==> config.mk <==
export PLATFORM = sky130hd
export DESIGN_NAME = flash_cmd_if
export DESIGN_NICKNAME = d
export VERILOG_FILES = /design/src/rtl/fci_pkg.sv /design/src/rtl/fci_cmd_decoder.sv /design/src/rtl/fci_array_rom.sv /design/src/rtl/fci_page_buf.sv /design/src/rtl/flash_cmd_if.sv
export SDC_FILE = /design/constraint.sdc
export NUM_CORES = 1
export LEC_CHECK = 0
export BUFFER_PORTS_ARGS = -buffer_cell sky130_fd_sc_hd__buf_2
export CORE_MARGIN = 4
export CORE_UTILIZATION = 47
export CTS_CLUSTER_DIAMETER = 50
export DETAILED_ROUTE_END_ITERATION = 12
export PLACE_DENSITY = 0.79
export SYNTH_ARGS = -nofsm -noshare
export SYNTH_HDL_FRONTEND = slang
export SYNTH_SLANG_ARGS = --single-unit
==> constraint.sdc <==
create_clock -name clk -period 1.7 [get_ports clk]
set_input_delay 0.17 -clock clk [delete_from_list [all_inputs] [get_ports clk]]
set_output_delay 0.17 -clock clk [all_outputs]
set_load 0.01 [all_outputs]
==> src/rtl/fci_pkg.sv <==
// Shared constants and types for the flash command interface.
// Assumes 16-bit command words and at most 8-word pages.
package fci_pkg;
    localparam int WORD_W   = 16;
    localparam int PAGE_MAX = 8;
    localparam int OFF_W    = $clog2(PAGE_MAX);
    localparam int PAGE8_BIT = 13;

    localparam logic [WORD_W-1:0] CMD_SET_CFG  = 16'h0060;
    localparam logic [WORD_W-1:0] CMD_CONFIRM  = 16'h0004;
    localparam logic [WORD_W-1:0] CMD_CLR_STAT = 16'h0050;
    localparam logic [WORD_W-1:0] CMD_RD_REG   = 16'h0090;
    localparam logic [WORD_W-1:0] CMD_RD_ARRAY = 16'h00FF;

    typedef enum logic {SEQ_IDLE, SEQ_WAIT_CONFIRM} seq_state_t;

    // Computed array contents: one word per index.
    function automatic logic [WORD_W-1:0] array_word(input logic [WORD_W-1:0] idx);
        return (idx * 16'h0101) ^ 16'h5A00;
    endfunction
endpackage

==> src/rtl/fci_cmd_decoder.sv <==
// Command decoder: tracks read mode, the set-configuration sequence,
// the configuration register and the sticky sequence-error flag.
// Assumes one write per wr_en pulse and ADDR_W >= 16.
module fci_cmd_decoder
    import fci_pkg::*;
#(
    parameter int ADDR_W = 16
) (
    input  logic              clk,
    input  logic              rst_n,
    input  logic              wr_en,
    input  logic [ADDR_W-1:0] addr,
    input  logic [WORD_W-1:0] wdata,
    output logic [WORD_W-1:0] cfg_q,
    output logic              reg_mode,
    output logic              seq_err,
    output logic              seq_busy
);
    localparam logic [WORD_W-1:0] CFG_KEEP = WORD_W'(1) << PAGE8_BIT;

    seq_state_t        state_q;
    logic [WORD_W-1:0] pend_q;

    assign seq_busy = (state_q == SEQ_WAIT_CONFIRM);

    // Decode each write cycle and update mode, sequence and register state.
    always_ff @(posedge clk) begin
        if (!rst_n) begin
            state_q  <= SEQ_IDLE;
            pend_q   <= '0;
            cfg_q    <= '0;
            reg_mode <= 1'b0;
            seq_err  <= 1'b0;
        end else if (wr_en) begin
            if (state_q == SEQ_WAIT_CONFIRM) begin
                state_q  <= SEQ_IDLE;
                reg_mode <= 1'b0;
                if (wdata == CMD_CONFIRM) begin
                    cfg_q <= pend_q & CFG_KEEP;
                end else begin
                    seq_err <= 1'b1;
                end
            end else begin
                unique case (wdata)
                    CMD_SET_CFG: begin
                        state_q <= SEQ_WAIT_CONFIRM;
                        pend_q  <= addr[WORD_W-1:0];
                    end
                    CMD_RD_REG:   reg_mode <= 1'b1;
                    CMD_RD_ARRAY: reg_mode <= 1'b0;
                    CMD_CLR_STAT: seq_err  <= 1'b0;
                    default: ;
                endcase
            end
        end
    end
endmodule

==> src/rtl/fci_array_rom.sv <==
// Small computed array with NPORTS parallel combinational read ports,
// so a whole page can be fetched in one cycle.
module fci_array_rom
    import fci_pkg::*;
#(
    parameter int MEM_AW = 6,
    parameter int NPORTS = PAGE_MAX
) (
    input  logic [NPORTS-1:0][MEM_AW-1:0] rd_addr,
    output logic [NPORTS-1:0][WORD_W-1:0] rd_data
);
    for (genvar p = 0; p < NPORTS; p++) begin : g_port
        // Each port returns the computed word for its index.
        assign rd_data[p] = array_word(WORD_W'(rd_addr[p]));
    end
endmodule

==> src/rtl/fci_page_buf.sv <==
// Page buffer: serves array reads from a buffered page or reloads it,
// and serves register reads as single-word loads.
// Assumes rd_en and wr_en are never high together; MEM_AW >= 3.
module fci_page_buf
    import fci_pkg::*;
#(
    parameter int MEM_AW = 6
) (
    input  logic                            clk,
    input  logic                            rst_n,
    input  logic                            rd_en,
    input  logic                            wr_en,
    input  logic                            reg_mode,
    input  logic                            page8,
    input  logic [MEM_AW-1:0]               addr,
    input  logic [WORD_W-1:0]               cfg_word,
    output logic [PAGE_MAX-1:0][MEM_AW-1:0] rom_addr,
    input  logic [PAGE_MAX-1:0][WORD_W-1:0] rom_data,
    output logic [WORD_W-1:0]               rdata,
    output logic                            rvalid,
    output logic                            page_load
);
    logic [WORD_W-1:0] buf_q [PAGE_MAX];
    logic [MEM_AW-1:0] tag_q;
    logic              tag8_q;
    logic              buf_valid;
    logic [MEM_AW-1:0] off_mask;
    logic [MEM_AW-1:0] base;
    logic [OFF_W-1:0]  off;
    logic              hit;

    // Derive the page base, the word offset and the hit decision.
    always_comb begin
        off_mask = page8 ? MEM_AW'(PAGE_MAX - 1) : MEM_AW'(PAGE_MAX / 2 - 1);
        base     = addr & ~off_mask;
        off      = addr[OFF_W-1:0] & off_mask[OFF_W-1:0];
        hit      = buf_valid && (base == tag_q) && (page8 == tag8_q);
    end

    for (genvar k = 0; k < PAGE_MAX; k++) begin : g_fetch
        assign rom_addr[k] = base | MEM_AW'(k);
    end

    // Serve reads, reload pages and invalidate on writes.
    always_ff @(posedge clk) begin
        if (!rst_n) begin
            for (int k = 0; k < PAGE_MAX; k++) buf_q[k] <= '0;
            tag_q     <= '0;
            tag8_q    <= 1'b0;
            buf_valid <= 1'b0;
            rdata     <= '0;
            rvalid    <= 1'b0;
            page_load <= 1'b0;
        end else if (wr_en) begin
            buf_valid <= 1'b0;
            rvalid    <= 1'b0;
            page_load <= 1'b0;
        end else if (rd_en) begin
            rvalid <= 1'b1;
            if (reg_mode) begin
                rdata     <= cfg_word;
                page_load <= 1'b1;
                buf_valid <= 1'b0;
            end else if (hit) begin
                rdata     <= buf_q[off];
                page_load <= 1'b0;
            end else begin
                for (int k = 0; k < PAGE_MAX; k++) begin
                    if (page8 || k < PAGE_MAX / 2) buf_q[k] <= rom_data[k];
                end
                rdata     <= rom_data[off];
                tag_q     <= base;
                tag8_q    <= page8;
                buf_valid <= 1'b1;
                page_load <= 1'b1;
            end
        end else begin
            rvalid    <= 1'b0;
            page_load <= 1'b0;
        end
    end
endmodule

==> src/rtl/flash_cmd_if.sv <==
// Top of the flash command interface: command decoder, page buffer
// and computed array. Assumes single-cycle, non-overlapping strobes.
module flash_cmd_if
    import fci_pkg::*;
#(
    parameter int ADDR_W = 16,
    parameter int MEM_AW = 6
) (
    input  logic              clk,
    input  logic              rst_n,
    input  logic              wr_en,
    input  logic              rd_en,
    input  logic [ADDR_W-1:0] addr,
    input  logic [15:0]       wdata,
    output logic [15:0]       rdata,
    output logic              rvalid,
    output logic              page_load,
    output logic              page8,
    output logic              reg_mode,
    output logic              seq_err
);
    logic [WORD_W-1:0]               cfg_q;
    logic                            seq_busy;
    logic [PAGE_MAX-1:0][MEM_AW-1:0] rom_addr;
    logic [PAGE_MAX-1:0][WORD_W-1:0] rom_data;

    assign page8 = cfg_q[PAGE8_BIT];

    fci_cmd_decoder #(.ADDR_W(ADDR_W)) dec_i (
        .clk      (clk),
        .rst_n    (rst_n),
        .wr_en    (wr_en),
        .addr     (addr),
        .wdata    (wdata),
        .cfg_q    (cfg_q),
        .reg_mode (reg_mode),
        .seq_err  (seq_err),
        .seq_busy (seq_busy)
    );

    fci_array_rom #(.MEM_AW(MEM_AW), .NPORTS(PAGE_MAX)) rom_i (
        .rd_addr (rom_addr),
        .rd_data (rom_data)
    );

    fci_page_buf #(.MEM_AW(MEM_AW)) pbuf_i (
        .clk       (clk),
        .rst_n     (rst_n),
        .rd_en     (rd_en),
        .wr_en     (wr_en),
        .reg_mode  (reg_mode),
        .page8     (page8),
        .addr      (addr[MEM_AW-1:0]),
        .cfg_word  (cfg_q),
        .rom_addr  (rom_addr),
        .rom_data  (rom_data),
        .rdata     (rdata),
        .rvalid    (rvalid),
        .page_load (page_load)
    );
endmodule

# == Word-level counts from Yosys, hierarchy flattened ==
# Memory sizes are Yosys's and may differ from the RTL's.
# Index checks and enable logic that the tools add are counted.
# Widths: inputs -> output; s select.
# totals
register_bits,44
ramBits,120
out_inout_bits,21
wordCells,106
n_memories,1
# memory_table
name,words,word_bits,read_ports,rd_clocked_by_memory_dff,write_ports,line,rtl
pbuf_i.buf_q,8,15,1,0,8,fci_page_buf.sv:23,logic [WORD_W-1:0] buf_q [PAGE_MAX];
# classes
mul,8
magnitude_cmp,1
n_eq_ne,9
mux,38
bitwise,25
reduce_logical,13
# ops
op,count
$mul 6x9->15 const B,8
$mux 15,8
$bmux 16 s3,1
$mux 16,3
$eq 16x7->1 const B,2
$eq 16x8->1 const B,2
$not 4->4,8
$mux 1,24
$eq 16x3->1 const B,1
$reduce_and 3->1,3
$or 1x1->1,8
$and 6x6->6,1
$eq 6x6->1,1
$not 1->1,6
$not 6->6,1
$reduce_and 2->1,3
$lt 3x4->1 const B,1
$ne 2x2->1 const B,2
$reduce_and 4->1,1
$and 3x3->3,1
$mux 3,1
$reduce_bool 3->1,1
$reduce_or 3->1,1
$logic_and 1x1->1,2
other kinds (4),4

# == Depth between registers and ports, before layout ==
# depth
ltp_word,13
ltp_mapped,8
ltp_nobuf,7

# == Cells and area by module ==
# Synthesis repeated with hierarchy kept, for this count alone.
# hier_totals
cells_unflattened,785
area_unflattened_um2,9566.7
# by_module_without_submodules
mod,n_inst,cells_per_inst,area_each_um2,seq_area_each_um2
fci_page_buf,1,604,8242.9,4324.1
fci_array_rom,1,130,878.3,0.0
fci_cmd_decoder,1,51,445.4,100.1

# == Least setup slack after synthesis ==
# Ideal clock, no wire load.
# synth_path
kind,register to register
startpoint,register dec_i.cfg_q[13]
endpoint,memory pbuf_i.buf_q[5][10] in the netlist's numbering (enable)
setup_ns,0.334
arrival_time_ns,1.374
slack_ns,-0.008
stages_incl_launch_ff,6
path_buffers,0
period_less_slack_ns,1.708
cell_sequence,dfxtp_1 > nand2b_1 > and3_4 > nand3_2 > and3_1 > nand2b_1
# synth_rtl
item,line,rtl
"start, declared",fci_cmd_decoder.sv:14,"output logic [WORD_W-1:0] cfg_q,"
"start signal, assigned",fci_cmd_decoder.sv:39,cfg_q <= pend_q & CFG_KEEP;
"end, declared",fci_page_buf.sv:23,

==> metrics.cfg <==
[run_status]
status = completed

[floorplan]
core_um2 = 4350
ioPinCount = 57
row_count = 24
die_h_um = 75.0
die-area_um2 = 5630
start_util = 0.485
die_x_um = 75.0

[synthesis]
yosysSeqAreaShare = 0.498
synth_most_common_cell = dfxtp_1
postSynthCellCount = 201
synth_top_cell_area_share = 0.270
synth-seq-cells = 43
synth_top_cell_by_area = edfxtp_1
yosys_warnings = 0
synth_area_um2 = 2110
synth_edf_count = 19
synth_ff_type = dfxtp_1
synth.avg_cell_area_um2 = 10.5
ys_types = 52
yosys-top-cells-area = edfxtp_1 (27%), dfxtp_1 (23%), mux2i_1 (6.2%)
synth-async-reset-ratio = 0
synth_common_cells = dfxtp_1 (24), nand2_1 (22), edfxtp_1 (19)

[drt]
postRouteAntennaNets = 0
avgViaCountPerCell = 5.33
drt_iter0_markers = 80
wire_per_inst_um = 14.2
dr.pass1.iters = 4
totalWireLength_um = 4370
drc = 0
vias = 1635

[grt]
busiest_layer = met2
antenna_found_initial = 0
grt_overflow = 0
met1_usage = 0.188
grt_max_degree = 23
grt_use_met2 = 0.294
grt_pass1_vias = 1587
grt_pass1_wl_um = 6890
grt_use_met3 = 0.0320
grt_use_total = 0.166

[finish]
instances_no_fill = 307
reg_top3 = pbuf_i.buf_q (19), pbuf_i.rdata (11), pbuf_i.tag_q (4)
drive_above_1_share = 0.333
final_core_util = 0.588
largest_register_ff_count = 19
largest_register = pbuf_i.buf_q
synthToLayoutAreaGrowth_pct = 21.2
antenna_cells = 0
nNetsFinal = 290
final.fill_count = 373

[hold_path]
worstHoldStart = addr[0]
hold_class = primary input to flip-flop
whs_path_depth = 2
min_to = pbuf_i.rdata[8]$_SDFFE_PN0P_

[critical_path]
max_stage_delay_ns = 0.34
r2r_cells = 6
critPathKind = flip-flop to flip-flop
r2r_slack_ns = 0.1
cp-end-kind = flip-flop
required_ns = 1.70
r2r-end = pbuf_i.buf_q[0][3]$_SDFFCE_PN0P_
reg2reg_from = pbuf_i.tag_q[2]$_SDFFE_PN0P_
slowest_stage = dfxtp_1
critPathTopFamily = simple AND/OR/NAND/NOR gates
path_cells = xor2_1 -> o22ai_2 -> nand3_2 -> buf_4 -> nand2_1 -> nand2_1
worstPathArrival_ns = 1.60
worst-path-buf-inv = 1
worstPathMaxFanout = 9
path_common_cell = nand2_1
worstSetupStartpointType = flip-flop

[timing]
fmax_mhz = 624
skew_ns = 0.00633
hold_viol = 0
tns_ns = 0
rsz0062_at_grt = no
period_needed_ns = 1.60
finalSetupViolations = 0
period_share = 0.943
slew_viol_final = 0

[cts]
clk_pin_slew_ns = 0.08
cts.sinks = 43
h-tree-depth = 2
cts_tree = built
clock_path_buffers = 2
clockRootBuffer = clkbuf_8
cts_buffers = 5
insertion_delay_ns = 0.31
postCtsSetupRepairBufs = 0

[placement]
hpwlAfterDp_um = 3290
place.gp.congestion = 0.741
io_buffers = 44
placedCellCount = 299

[run]
drv_cap = 0

[pwr]
p_total_mw = 2.26
power.leakage_nw = 1.12
pwr_density_cell_nw_per_um2 = 885
vdd.ir_drop.worst_mv = 0.364

==> cells in the final DEF, fill, tap and decap left out, types with 3 or more instances in the layout <==
cell type  synthesis  layout
buf_4              6      13
nor2_1            10      10
buf_2              3      44
o21a_1             4       4
nand2_1           22      20
a21boi_0           4       4
nor4_1             3       3
conb_1             1       3
o21ai_0           11      11
and3_1             4       4
a21oi_1            4       4
dfxtp_1           24      23
nor2b_1            8       8
inv_1              3       3
nand2_2            1       3
clkbuf_8           1       5
nand2b_1           4       3
and2_1             7       7
mux2i_1           13      13
nand3_1            6       6
edfxtp_1          19      19
==> worst max path at each step <==
stage	from	to	slack (ns)	cells after the start
after global routing	pbuf_i.tag_q[2]$_SDFFE_PN0P_	pbuf_i.buf_q[0][3]$_SDFFCE_PN0P_	0.02	6
after CTS	pbuf_i.tag_q[2]$_SDFFE_PN0P_	pbuf_i.buf_q[6][12]$_SDFFCE_PN0P_	0.07	5
after detailed placement	dec_i.cfg_q[13]$_SDFFE_PN0P_	pbuf_i.buf_q[6][12]$_SDFFCE_PN0P_	0.02	5
after floorplan	dec_i.cfg_q[13]$_SDFFE_PN0P_	pbuf_i.buf_q[5][10]$_SDFFCE_PN0P_	0.08	5
after global placement	dec_i.cfg_q[13]$_SDFFE_PN0P_	pbuf_i.buf_q[5][12]$_SDFFCE_PN0P_	0.08	5
final	pbuf_i.tag_q[2]$_SDFFE_PN0P_	pbuf_i.buf_q[0][3]$_SDFFCE_PN0P_	0.1	6
==> metrics by stage <==
stage | area (um^2) | setup WS, ns | hold slack [ns]
finish | 2560 | 0.0963 | 0.0828
detailed placement | 2420 | 0.0196 | 0.399
global route | 2560 | 0.0188 | 0.0870
global placement | 2420 | 0.0837 | 0.391
CTS | 2550 | 0.0698 | 0.0790
floorplan | 2120 | 0.0785 | 0.269
==> routing by layer <==
layer / share of wire / routed length (um)
met5: 0 / 0
met2: 0.52 / 2260
met3: 0.033 / 143
met1: 0.43 / 1870
met4: 0.023 / 100
==> report_power, final <==
part	internal [mW]	leakage, nW	switching (mW)
Clock	0.528	0.0636	0.355
Combinational	0.112	0.667	0.124
Sequential	1.13	0.393	0.0200
==> cell type report <==
class | count | area [um^2] | area share
Inverter | 4 | 15.0 | 0.00587
Clock buffer | 7 | 97.6 | 0.0381
Tap cell | 52 | 65.1 | 0.0254
Sequential cell | 43 | 1050 | 0.411
Multi-Input combinational cell | 142 | 961 | 0.376
Clock inverter | 1 | 30.0 | 0.0117
Timing Repair Buffer | 58 | 338 | 0.132
==> cell families after synthesis <==
logic type / share of synthesized area
compound gates: 0.142
xor+xnor: 0.0202
buf+inv: 0.0563
flops: 0.498
mux: 0.0616
other cells: 0.00178
simple gates: 0.220
==> timing repair <==
action / 4_1_cts / 5_1_grt
gates cloned: 0 / 0
endpoints found under the setup margin: 11 / 14
pin swaps: 0 / 1
resized for setup: 1 / 3
hold buffers: 0 / 0
No activity file was read; power rests on OpenSTA's default activity.
